===== src/rtl/i2c_am_pkg.sv =====
package i2c_am_pkg;
  localparam int ADDR_BITS = 7;
  localparam int BYTE_BITS = ADDR_BITS + 1;

  typedef enum logic [2:0] {
    ST_NONE   = 3'd0,
    ST_OWN_WR = 3'd1,
    ST_OWN_RD = 3'd2,
    ST_GCALL  = 3'd3,
    ST_STOP   = 3'd4
  } stat_e;

  typedef enum logic [2:0] {
    PH_IDLE = 3'd0,
    PH_ADDR = 3'd1,
    PH_HIT  = 3'd2,
    PH_ACK  = 3'd3,
    PH_SEL  = 3'd4
  } phase_e;

  // Masked equality: a set mask bit forces that position to count as equal.
  function automatic logic masked_equal(input logic [ADDR_BITS-1:0] rx,
                                        input logic [ADDR_BITS-1:0] own,
                                        input logic [ADDR_BITS-1:0] mask);
    return &(~(rx ^ own) | mask);
  endfunction

  // Sort a received byte into a status code, ST_NONE when not addressed.
  function automatic stat_e classify(input logic [BYTE_BITS-1:0] rx_byte,
                                     input logic [ADDR_BITS-1:0] own,
                                     input logic [ADDR_BITS-1:0] mask,
                                     input logic                 gc_en);
    logic [ADDR_BITS-1:0] a;
    logic                 rd;
    a  = rx_byte[BYTE_BITS-1:1];
    rd = rx_byte[0];
    if (gc_en && (a == '0))
      return rd ? ST_NONE : ST_GCALL;
    if (masked_equal(a, own, mask))
      return rd ? ST_OWN_RD : ST_OWN_WR;
    return ST_NONE;
  endfunction
endpackage


===== src/rtl/i2c_am_edges.sv =====
module i2c_am_edges #(
  parameter int SYNC_STAGES = 2
) (
  input  logic clk,
  input  logic rst_n,
  input  logic scl_i,
  input  logic sda_i,
  output logic sda_s,
  output logic scl_rise,
  output logic scl_fall,
  output logic start_det,
  output logic stop_det
);
  logic scl_m, sda_m;
  logic scl_q, sda_q;

  generate
    if (SYNC_STAGES > 0) begin : g_sync
      logic [SYNC_STAGES-1:0] scl_sh, sda_sh;
      always_ff @(posedge clk or negedge rst_n) begin
        if (!rst_n) begin
          scl_sh <= '1;
          sda_sh <= '1;
        end else begin
          scl_sh[0] <= scl_i;
          sda_sh[0] <= sda_i;
          for (int k = 1; k < SYNC_STAGES; k++) begin
            scl_sh[k] <= scl_sh[k-1];
            sda_sh[k] <= sda_sh[k-1];
          end
        end
      end
      assign scl_m = scl_sh[SYNC_STAGES-1];
      assign sda_m = sda_sh[SYNC_STAGES-1];
    end else begin : g_direct
      assign scl_m = scl_i;
      assign sda_m = sda_i;
    end
  endgenerate

  always_ff @(posedge clk or negedge rst_n) begin
    if (!rst_n) begin
      scl_q <= 1'b1;
      sda_q <= 1'b1;
    end else begin
      scl_q <= scl_m;
      sda_q <= sda_m;
    end
  end

  assign sda_s     = sda_m;
  assign scl_rise  = scl_m & ~scl_q;
  assign scl_fall  = ~scl_m & scl_q;
  assign start_det = scl_m & scl_q & sda_q & ~sda_m;
  assign stop_det  = scl_m & scl_q & ~sda_q & sda_m;
endmodule


===== src/rtl/i2c_am_shifter.sv =====
module i2c_am_shifter #(
  parameter int BYTE_W = 8
) (
  input  logic                         clk,
  input  logic                         rst_n,
  input  logic                         restart,
  input  logic                         shift_en,
  input  logic                         bit_in,
  output logic [BYTE_W-1:0]            rx_byte,
  output logic [$clog2(BYTE_W+1)-1:0]  bit_cnt,
  output logic                         byte_done
);
  localparam int CNT_W = $clog2(BYTE_W + 1);
  logic [BYTE_W-2:0] sh;

  always_ff @(posedge clk or negedge rst_n) begin
    if (!rst_n) begin
      sh      <= '0;
      bit_cnt <= '0;
    end else if (restart) begin
      sh      <= '0;
      bit_cnt <= '0;
    end else if (shift_en && (bit_cnt < CNT_W'(BYTE_W))) begin
      sh      <= {sh[BYTE_W-3:0], bit_in};
      bit_cnt <= bit_cnt + 1'b1;
    end
  end

  assign rx_byte   = {sh, bit_in};
  assign byte_done = shift_en && (bit_cnt == CNT_W'(BYTE_W - 1));

  AST_CNT_CLEARED: assert property (@(posedge clk) disable iff (!rst_n)
    restart |=> (bit_cnt == '0));
  AST_CNT_BOUND: assert property (@(posedge clk) disable iff (!rst_n)
    bit_cnt <= CNT_W'(BYTE_W));
endmodule


===== src/rtl/i2c_am_evflag.sv =====
module i2c_am_evflag
  import i2c_am_pkg::*;
(
  input  logic  clk,
  input  logic  rst_n,
  input  logic  set_evt,
  input  stat_e set_code,
  input  logic  clr,
  input  logic  irq_en,
  input  logic  gie,
  output logic  flag,
  output stat_e status,
  output logic  irq
);
  stat_e code_q;

  always_ff @(posedge clk or negedge rst_n) begin
    if (!rst_n) begin
      flag   <= 1'b0;
      code_q <= ST_NONE;
    end else if (set_evt) begin
      flag   <= 1'b1;
      code_q <= set_code;
    end else if (clr) begin
      flag   <= 1'b0;
    end
  end

  assign status = flag ? code_q : ST_NONE;
  assign irq    = flag & irq_en & gie;

  AST_SET_POSTS_CODE: assert property (@(posedge clk) disable iff (!rst_n)
    set_evt |=> (flag && (status == $past(set_code))));
  AST_CLR_DROPS: assert property (@(posedge clk) disable iff (!rst_n)
    (clr && !set_evt) |=> !flag);
endmodule


===== src/rtl/i2c_addr_match.sv =====
module i2c_addr_match
  import i2c_am_pkg::*;
#(
  parameter int SYNC_STAGES = 2
) (
  input  logic                 clk,
  input  logic                 rst_n,
  input  logic                 scl_i,
  input  logic                 sda_i,
  input  logic [ADDR_BITS-1:0] own_addr,
  input  logic [ADDR_BITS-1:0] addr_mask,
  input  logic                 gcall_en,
  input  logic                 irq_en,
  input  logic                 global_irq_en,
  input  logic                 flag_clr,
  output logic                 sda_pull_low,
  output logic                 scl_pull_low,
  output logic                 event_flag,
  output logic [2:0]           status,
  output logic                 irq
);
  localparam int CNT_W = $clog2(BYTE_BITS + 1);

  // Named internal events
  logic                 sda_s, scl_rise, scl_fall, start_det, stop_det;
  logic                 restart, shift_en, byte_done, addr_hit, selected, set_evt;
  logic [BYTE_BITS-1:0] rx_byte;
  logic [CNT_W-1:0]     bit_cnt;
  stat_e                hit_code, set_code, stat_q;
  phase_e               phase, phase_nx;

  i2c_am_edges #(.SYNC_STAGES(SYNC_STAGES)) u_edges (
    .clk(clk), .rst_n(rst_n), .scl_i(scl_i), .sda_i(sda_i),
    .sda_s(sda_s), .scl_rise(scl_rise), .scl_fall(scl_fall),
    .start_det(start_det), .stop_det(stop_det)
  );

  assign restart  = start_det | stop_det;
  assign shift_en = scl_rise && (phase == PH_ADDR);

  i2c_am_shifter #(.BYTE_W(BYTE_BITS)) u_shift (
    .clk(clk), .rst_n(rst_n), .restart(restart), .shift_en(shift_en),
    .bit_in(sda_s), .rx_byte(rx_byte), .bit_cnt(bit_cnt), .byte_done(byte_done)
  );

  assign hit_code = classify(rx_byte, own_addr, addr_mask, gcall_en);
  assign addr_hit = (hit_code != ST_NONE);
  assign selected = (phase == PH_HIT) || (phase == PH_ACK) || (phase == PH_SEL);

  always_comb begin
    phase_nx = phase;
    if (stop_det)       phase_nx = PH_IDLE;
    else if (start_det) phase_nx = PH_ADDR;
    else begin
      case (phase)
        PH_ADDR: if (byte_done) phase_nx = addr_hit ? PH_HIT : PH_IDLE;
        PH_HIT:  if (scl_fall)  phase_nx = PH_ACK;
        PH_ACK:  if (scl_fall)  phase_nx = PH_SEL;
        default: phase_nx = phase;
      endcase
    end
  end

  always_ff @(posedge clk or negedge rst_n) begin
    if (!rst_n) phase <= PH_IDLE;
    else        phase <= phase_nx;
  end

  assign set_evt  = (byte_done && addr_hit && !restart && (phase == PH_ADDR))
                  | (stop_det && selected);
  assign set_code = stop_det ? ST_STOP : hit_code;

  i2c_am_evflag u_flag (
    .clk(clk), .rst_n(rst_n), .set_evt(set_evt), .set_code(set_code),
    .clr(flag_clr), .irq_en(irq_en), .gie(global_irq_en),
    .flag(event_flag), .status(stat_q), .irq(irq)
  );

  assign status       = stat_q;
  assign sda_pull_low = (phase == PH_ACK);
  assign scl_pull_low = event_flag && (phase == PH_ACK);

  AST_ACK_AFTER_FALL: assert property (@(posedge clk) disable iff (!rst_n)
    $rose(sda_pull_low) |-> $past(scl_fall));
  AST_MISS_NO_ACK: assert property (@(posedge clk) disable iff (!rst_n)
    (byte_done && !addr_hit && !restart) |=> (!sda_pull_low && phase == PH_IDLE));
  AST_MASK_HIT: assert property (@(posedge clk) disable iff (!rst_n)
    (byte_done && phase == PH_ADDR && !restart
     && (((rx_byte[BYTE_BITS-1:1] ^ own_addr) & ~addr_mask) == '0)
     && !(gcall_en && rx_byte[BYTE_BITS-1:1] == '0)) |=> (phase == PH_HIT));
  AST_GC_READ_IGNORED: assert property (@(posedge clk) disable iff (!rst_n)
    (byte_done && gcall_en && rx_byte == BYTE_BITS'(1)) |=> !sda_pull_low);
  AST_STOP_IDLES: assert property (@(posedge clk) disable iff (!rst_n)
    stop_det |=> (phase == PH_IDLE && !sda_pull_low && !scl_pull_low));
  AST_START_RESTARTS: assert property (@(posedge clk) disable iff (!rst_n)
    (start_det && !stop_det) |=> (phase == PH_ADDR && bit_cnt == '0));
  AST_HOLD_RELEASE: assert property (@(posedge clk) disable iff (!rst_n)
    (flag_clr && !set_evt) |=> !scl_pull_low);
endmodule


===== config.mk =====
export PLATFORM = sky130hd
export DESIGN_NAME = i2c_addr_match
export DESIGN_NICKNAME = d
export VERILOG_FILES = /design/src/rtl/i2c_am_pkg.sv /design/src/rtl/i2c_am_edges.sv /design/src/rtl/i2c_am_shifter.sv /design/src/rtl/i2c_am_evflag.sv /design/src/rtl/i2c_addr_match.sv
export SDC_FILE = /design/constraint.sdc
export NUM_CORES = 1
export LEC_CHECK = 0
export ABC_CLOCK_PERIOD_IN_PS = 1900
export BUFFER_PORTS_ARGS = -buffer_cell sky130_fd_sc_hd__buf_4
export CORE_ASPECT_RATIO = 0.75
export CORE_MARGIN = 4
export CORE_UTILIZATION = 39
export DETAILED_ROUTE_END_ITERATION = 10
export PLACE_DENSITY = 0.63
export REMOVE_ABC_BUFFERS = 1
export SYNTH_ARGS = -nofsm -noshare
export SYNTH_HDL_FRONTEND = slang
export SYNTH_SLANG_ARGS = --single-unit

===== constraint.sdc =====
create_clock -name clk -period 1.9 [get_ports clk]
set_input_delay 0.19 -clock clk [delete_from_list [all_inputs] [get_ports clk]]
set_output_delay 0.19 -clock clk [all_outputs]
set_load 0.05 [all_outputs]

==> summary.md, run 1 <==
| Metric | Value |
|---|---|
| Status | finished, final reports clean |
| Synthesized area | 0.00124 mm² |
| Setup violators final | 0 |
| Warnings from Yosys | 0 |
| Hold Path Origin | sda_i |
| Setup ws final | slightly below 0.1 ns |
| Multi-input gate area | between 500 and 600 µm² |
| Initial drt markers | 39 |
| Number of global-route vias before repair | around 1000 |
| Global router's overall resource usage | 13.9% |
| Crit-path slowest cell | or4b_4 |
| Detailed Routing Iterations Pass 1 | 4 |
| FF/Latch Area | 608 µm² |
| # IOs | 29 |
| Worst setup SP type | flop |
| Synth async-reset ratio | 100% |
| Max Cap Violations | 0 |
| Diode count | 0 |
| Crit end category | flop |
| Crit path launch | phase[1] |
| Largest stage delay, worst path | 0.58 ns |
| Fin nets | 187 |
| Largest net degree at the start of global routing | 25 |
| DIE WIDTH | 73.0 µm |
| FF+latch count, synth | 24 |
| Share of layout cells above drive strength 1 | 30.1% |
| Area after DPL | 0.00151 mm² |
| VDD IR max | 0.579 mV |
| # fillers | approximately 290 |
| Number of flops mapped to enable cells by yosys | 0 |
| Area grow syn2layout | 30.0% |
| H-tree levels | 1 |
| CP Cell Sequence | or4b_4, nor4_4, buf_4, o21ai_0, a21oi_1 |
| Post-synthesis cell type count | 39 |
| # DRC | 0 |
| TritonCTS Buffers | 3 |
| Clock skew | 0.00407 ns |
| Via count | 1023 |
| Fin crit share | 94.8% |
| ANT nets after route | 0 |
| CTS clk-pin slew, worst paths | ~0.08 ns |
| Final min period | 1.80 ns |
| CTS tree | done |
| Crit Path Class | reg -> reg |
| Clock sink total | 24 |
| Area contributors post-synth | dfrtp_1 (36%), dfstp_2 (13%), nand2_1 (7.0%) |
| Final design instance area without fill | 0.00161 mm² |
| Leakage | 0.803 nW |
| CP Buf/Inv Count | 1 |
| Routed WL per cell | around 13 µm |
| Worst endpoint required time | 2.09 ns |
| Worst R2R Start | phase[1] |
| DIE AREA | 0.00415 mm² |
| Unrepaired setup endpoints after global routing | no |
| Arrival time at the worst endpoint | 1.99 ns |
| Hold WS | 0.0210 ns |
| Post-Place Worst Slack | around 0.018 ns |
| Top_reg_cell synth | dfrtp_1 |
| Post-Route Setup TNS | 0 ns |
| I/O Buffers | 28 |
| Final core utilization | 53.7% |
| Clock Tree Root | clkbuf_8 |
| Total grt overflow | 0 |
| Total power | 1.34 mW |
| Fin. max-slew vios | 0 |
| FP Rows | 17 |
| Post-synthesis sequential area ratio | 49.1% |
| Synthesized instance count | 126 |
| Routed wire length | 2.69 mm |
| Upper clock frequency limit | 0.555 GHz |
| Worst Path Max Fanout | 4 |
| Core ar. | 0.00300 mm² |
| Top-area cell type share of the netlist area | 36.4% |
| Clock Path Buffers | 2 |
| Clk_lat worst skew | 0.27 ns |
| Worst slew pin tran | 0.404 ns |
| Class of the worst hold path | in -> reg |
| First-pass GRT wire length | 4.46 mm |
| Hpwl dp | 2.08 mm |
| Worst slew margin | 72.8% |
| Synth area leader | dfrtp_1 |
| Family with the most delay on the worst path | simple AND/OR/NAND/NOR gates |
| Avg Cell Area, Syn | 9.82 µm² |
| P per Cell Area | 836 mW/mm² |
| Cell Count, Final, Fillers Out | around 200 |
| # placed instances | 194 |
| Starting Density | 41.3% |
| Fin. Hold Viols | 0 |
| Antenna violations before repair | 0 |
| Die Ht | 56.8 µm |
| GPL Wtd Cong | 0.814 |
| Vias per std cell | 5.09 |
==> cells by family after synthesis <==
kind of cell    synth area share [%]
compound gates                  9.00
xor+xnor                        6.37
fa+ha+maj                       1.01
buf+inv                         3.13
flops                           49.1
mux                            0.809
simple gates                    30.5
==> registers in the layout, indices dropped and copies added, names as in the netlist, 2 cells and up <==
signal / flops
phase: 3
u_edges.g_sync.scl_sh: 2
u_edges.g_sync.sda_sh: 2
u_flag.code_q: 3
u_shift.bit_cnt: 4
u_shift.sh: 7
==> metal layers <==
metal	wire, µm	part of all wire [%]	GRT usage [%]
met1	1290	48	18.6
met2	1200	45	20.5
met3	157	5.8	3.94
met4	36	1.3	6.84
met5	0	0	0
==> report_power, final <==
part / switching, mW / total, mW / internal (mW)
sequential: 0.0707 / 0.649 / 0.579
clock: 0.161 / 0.442 / 0.282
combinational: 0.125 / 0.253 / 0.128
==> synthesized netlist by cell type (3+ instances only) <==
| library cell | instances |
|---|---|
| nand2_1 | 23 |
| inv_1 | 5 |
| xnor2_1 | 4 |
| nor2_1 | 7 |
| nor2b_1 | 3 |
| o21ai_0 | 4 |
| dfstp_2 | 6 |
| xor2_1 | 5 |
| and2_1 | 4 |
| dfrtp_1 | 18 |
| nand3_1 | 12 |
==> layout by cell type (no fill, tap or decap), drive strengths merged, types with 2 or more instances in the layout <==
cell type | synthesis | routed
inv | 5 | 5
dfstp | 6 | 6
o21a | 2 | 2
buf | 2 | 35
o22a | 2 | 2
clkbuf | 1 | 3
nor2b | 3 | 3
a21oi | 2 | 2
nand3 | 12 | 12
and2 | 4 | 4
nor4 | 2 | 2
nand2 | 23 | 23
a41oi | 2 | 2
xor2 | 5 | 5
nor3 | 2 | 2
or3 | 2 | 2
nand4b | 2 | 2
and3 | 2 | 2
xnor2 | 4 | 4
nor2 | 7 | 7
dfrtp | 18 | 18
o21ai | 4 | 4
==> worst paths after layout <==
kind	end	slack [ns]	depth (start not counted)
setup / recovery	phase[1]	0.1	5
hold / removal	u_edges.g_sync.sda_sh[0]	0.02	1
setup reg to reg	phase[1]	0.1	5
hold reg to reg	u_edges.g_sync.sda_sh[1]	0.36	0
max in group asynchronous	u_edges.sda_q	1.27	2
min in group asynchronous	u_shift.sh[3]	0.35	2
==> repair_timing <==
| action | 4_1_cts | 5_1_grt |
|---|---|---|
| setup buffers | 0 | 2 |
| hold buffers | 1 | 0 |
| endpoints found under the setup margin | 0 | 4 |
| resized for setup | 0 | 1 |
| endpoints found under the hold margin | 18 | 0 |
==> area by class of cell <==
cell class / count / area share (%)
Multi-Input combinational cell: 94 / 36.7
Tap cell: 38 / 2.95
Sequential cell: 24 / 37.8
Timing Repair Buffer: 36 / 17.0
Inverter: 5 / 1.17
Clock buffer: 3 / 2.57
Clock inverter: 1 / 1.87
Power figures use the tool's default switching activity.
==> inputs of run 2 (changes only) <==
- BUFFER_PORTS_ARGS: -buffer_cell sky130_fd_sc_hd__buf_4 -> not set
- DONT_BUFFER_PORTS: not set -> 1
- PLACE_DENSITY: 0.63 -> 0.55
==> run 2 against run 1 <==
Core utilization decreased by 4.3 points. First-iteration DRC count unchanged. Sequential share of layout area increased by 3.3 points. Critical path depth unchanged. Sequential power is 0.9% lower. Design area decreased by 7.9%. Register-to-register slack barely moved. Critical endpoint is now u_flag.code_q[2].
==> summary.md, run 2 (same netlist as run 1, synthesis figures left out) <==
| Metric | Value |
|---|---|
| FP Rows | 17 (unchanged) |
| # DRC | 0 (unchanged) |
| R2r setup slk | 0.08 ns (about the same) |
| Post-Route Setup TNS | 0 ns (unchanged) |
| Initial drt markers | 39 (unchanged) |
| Regs by FF count | u_shift.sh x7, u_shift.bit_cnt x4 |
| Hold Path Origin | flag_clr |
| Share of layout cells above drive strength 1 | 19.6% (-10 points) |
| Worst endpoint required time | 2.07 ns (-0.02 ns) |
| Largest Register | u_shift.sh |
| GPL Wtd Cong | 0.750 (-7.9%) |
| Worst slew margin | 67.5% (-5.3 points) |
| Clock sink total | 24 (unchanged) |
| Setup violators final | 0 (unchanged) |
| Reg2Reg Depth | 5 (unchanged) |
| H-tree levels | 1 (unchanged) |
| # IOs | 29 (unchanged) |
| Max Cap Violations | 0 (unchanged) |
| Hold WS | 0.102 ns (+0.0814 ns) |
| DIE AREA | 0.00415 mm² (unchanged) |
| Largest net degree at the start of global routing | 25 (unchanged) |
| P per Cell Area | 919 mW/mm² (+10%) |
| Die Ht | 56.8 µm (unchanged) |
| Clock Tree Root | clkbuf_8 |
| CTS tree | done |
| Total grt overflow | 0 (unchanged) |
| Crit Path Class | reg -> reg |
| Clk_lat worst skew | 0.27 ns (about the same) |
| Fin nets | 167 (-11%) |
| Status | finished, final reports clean |
| Max reg flops | 7 (unchanged) |
| Fin. max-slew vios | 0 (unchanged) |
| Detailed Routing Iterations Pass 1 | 4 (unchanged) |
| ANT nets after route | 0 (unchanged) |
| Crit path launch | phase[1] |
| Routed wire length | 2.64 mm (-1.7%) |
| Most common cell after layout, fill and taps aside | nand2_1 |
| Upper clock frequency limit | 0.551 GHz (-0.78%) |
| Routed WL per cell | 14.6 µm (+9.2%) |
| Final min period | 1.82 ns (+0.0141 ns) |
| I/O Buffers | 0 (-100%) |
| R2r endpoint | u_flag.code_q[2] |
| Crit end category | flop |
| TritonCTS Buffers | 3 (unchanged) |
| Post-Place Worst Slack | 0.0220 ns (+0.00403 ns) |
| Via count | 948 (-7.3%) |
| Leakage | 0.715 nW (-11%) |
| CTS clk-pin slew, worst paths | 0.09 ns (about the same) |
| Worst Path Max Fanout | 4 (unchanged) |
| Setup ws final | 0.0845 ns (-0.0141 ns) |
| Fin. Hold Viols | 0 (unchanged) |
| Total power | 1.36 mW (+1.3%) |
| Final core utilization | 49.4% (-4.3 points) |
| Fin crit share | 95.6% (+0.74 points) |
| Hpwl dp | 1.96 mm (-5.7%) |
| Worst R2R Start | phase[1] |
| Clock Path Buffers | 2 (unchanged) |
| VDD IR max | 0.505 mV (-13%) |
| Core ar. | 0.00300 mm² (unchanged) |
| Starting Density | 41.3% (unchanged) |
| First-pass GRT wire length | 4.46 mm (unchanged) |
| Number of global-route vias before repair | 865 (-17%) |
| Clock skew | 0.00297 ns (-0.00111 ns) |
| Highest-count cells in the layout ignoring fill and taps | nand2_1 (23), dfrtp_1 (18), nand3_1 (12), buf_4 (12), nor2_1 (7) |
| Vias per std cell | 5.24 (+2.9%) |
| Global router's overall resource usage | 14.2% (+0.27 points) |
| Critical Path End | u_flag.code_q[2] |
| Worst setup SP type | flop |
| Area grow syn2layout | 19.7% |
| Antenna violations before repair | 0 (unchanged) |
| DIE WIDTH | 73.0 µm (unchanged) |
| Diode count | 0 (unchanged) |
| Worst slew pin tran | 0.489 ns (+0.0848 ns) |
| Class of the worst hold path | in -> reg |
| Arrival time at the worst endpoint | 1.98 ns (about the same) |
[run 2: changes by cell type in the layout (fill, tap and decap cells not counted)]
cell,delta
o21ai_1,+1
or3_4,+1
dlygate4sd3_1,+2
o21ai_0,-1
buf_12,+1
or3_1,-1
buf_4,-23
[run 2: worst min-delay path by stage]
stage | depth (start not counted) | slack [ns] | end
4_1_cts | 3 | 0.1 | u_flag.flag
3_5_place_dp | 0 | -0.11 | u_shift.sh[5]
2_1_floorplan | 0 | -0.11 | phase[0]
5_1_grt | 3 | 0.09 | u_flag.flag
6_report | 3 | 0.10 | u_flag.flag
3_3_place_gp | 0 | -0.10 | u_shift.sh[5]
[run 2: cell type report]
| cell class | count | area [µm²] |
|---|---|---|
| clock inverters | 1 | 30.0 |
| well taps | 38 | 47.5 |
| clock buffers | 3 | 41.3 |
| fillers | 294 | 1520 |
| multi-input cells | 94 | 596 |
| inverters | 5 | 18.8 |
| flip-flops and latches | 24 | 608 |
| repair buffers | 16 | 140 |
[run 2: metal layers]
| layer | up-vias | track usage, % | wire [µm] |
|---|---|---|---|
| li1 | 473 | - | - |
| met1 | 448 | 21.2 | 1370 |
| met2 | 25 | 19.9 | 1090 |
| met3 | 2 | 4.29 | 152 |
| met4 | 0 | 3.16 | 23 |
| met5 | - | 0 | 0 |
[run 2: timing repair]
item                       in CTS  in global routing
hold buffers                    4                  0
hold endpoints to repair       26                  0
buffers inserted                0                  2
pin swaps                       1                  2
setup endpoints to repair       1                  6
gates resized for setup         0                  3
[run 2: power breakdown]
part	total [mW]	switching, mW	internal (mW)
registers	0.643	0.0639	0.579
logic	0.269	0.139	0.129
clock network	0.450	0.169	0.282
[run 2: metrics by stage]
step	area [µm²]	std cells
3_3_place_gp	1340	171
5_1_grt	1480	181
2_1_floorplan	1220	123
4_1_cts	1460	179
6_report	1480	181
3_5_place_dp	1340	171
[run 2: critical path, cell delays in order (launching register included)]
cell	delay [ns]
dfrtp_1	0.39
or4b_4	0.58
nor4_4	0.32
buf_4	0.18
o21ai_1	0.11
o21a_1	0.13
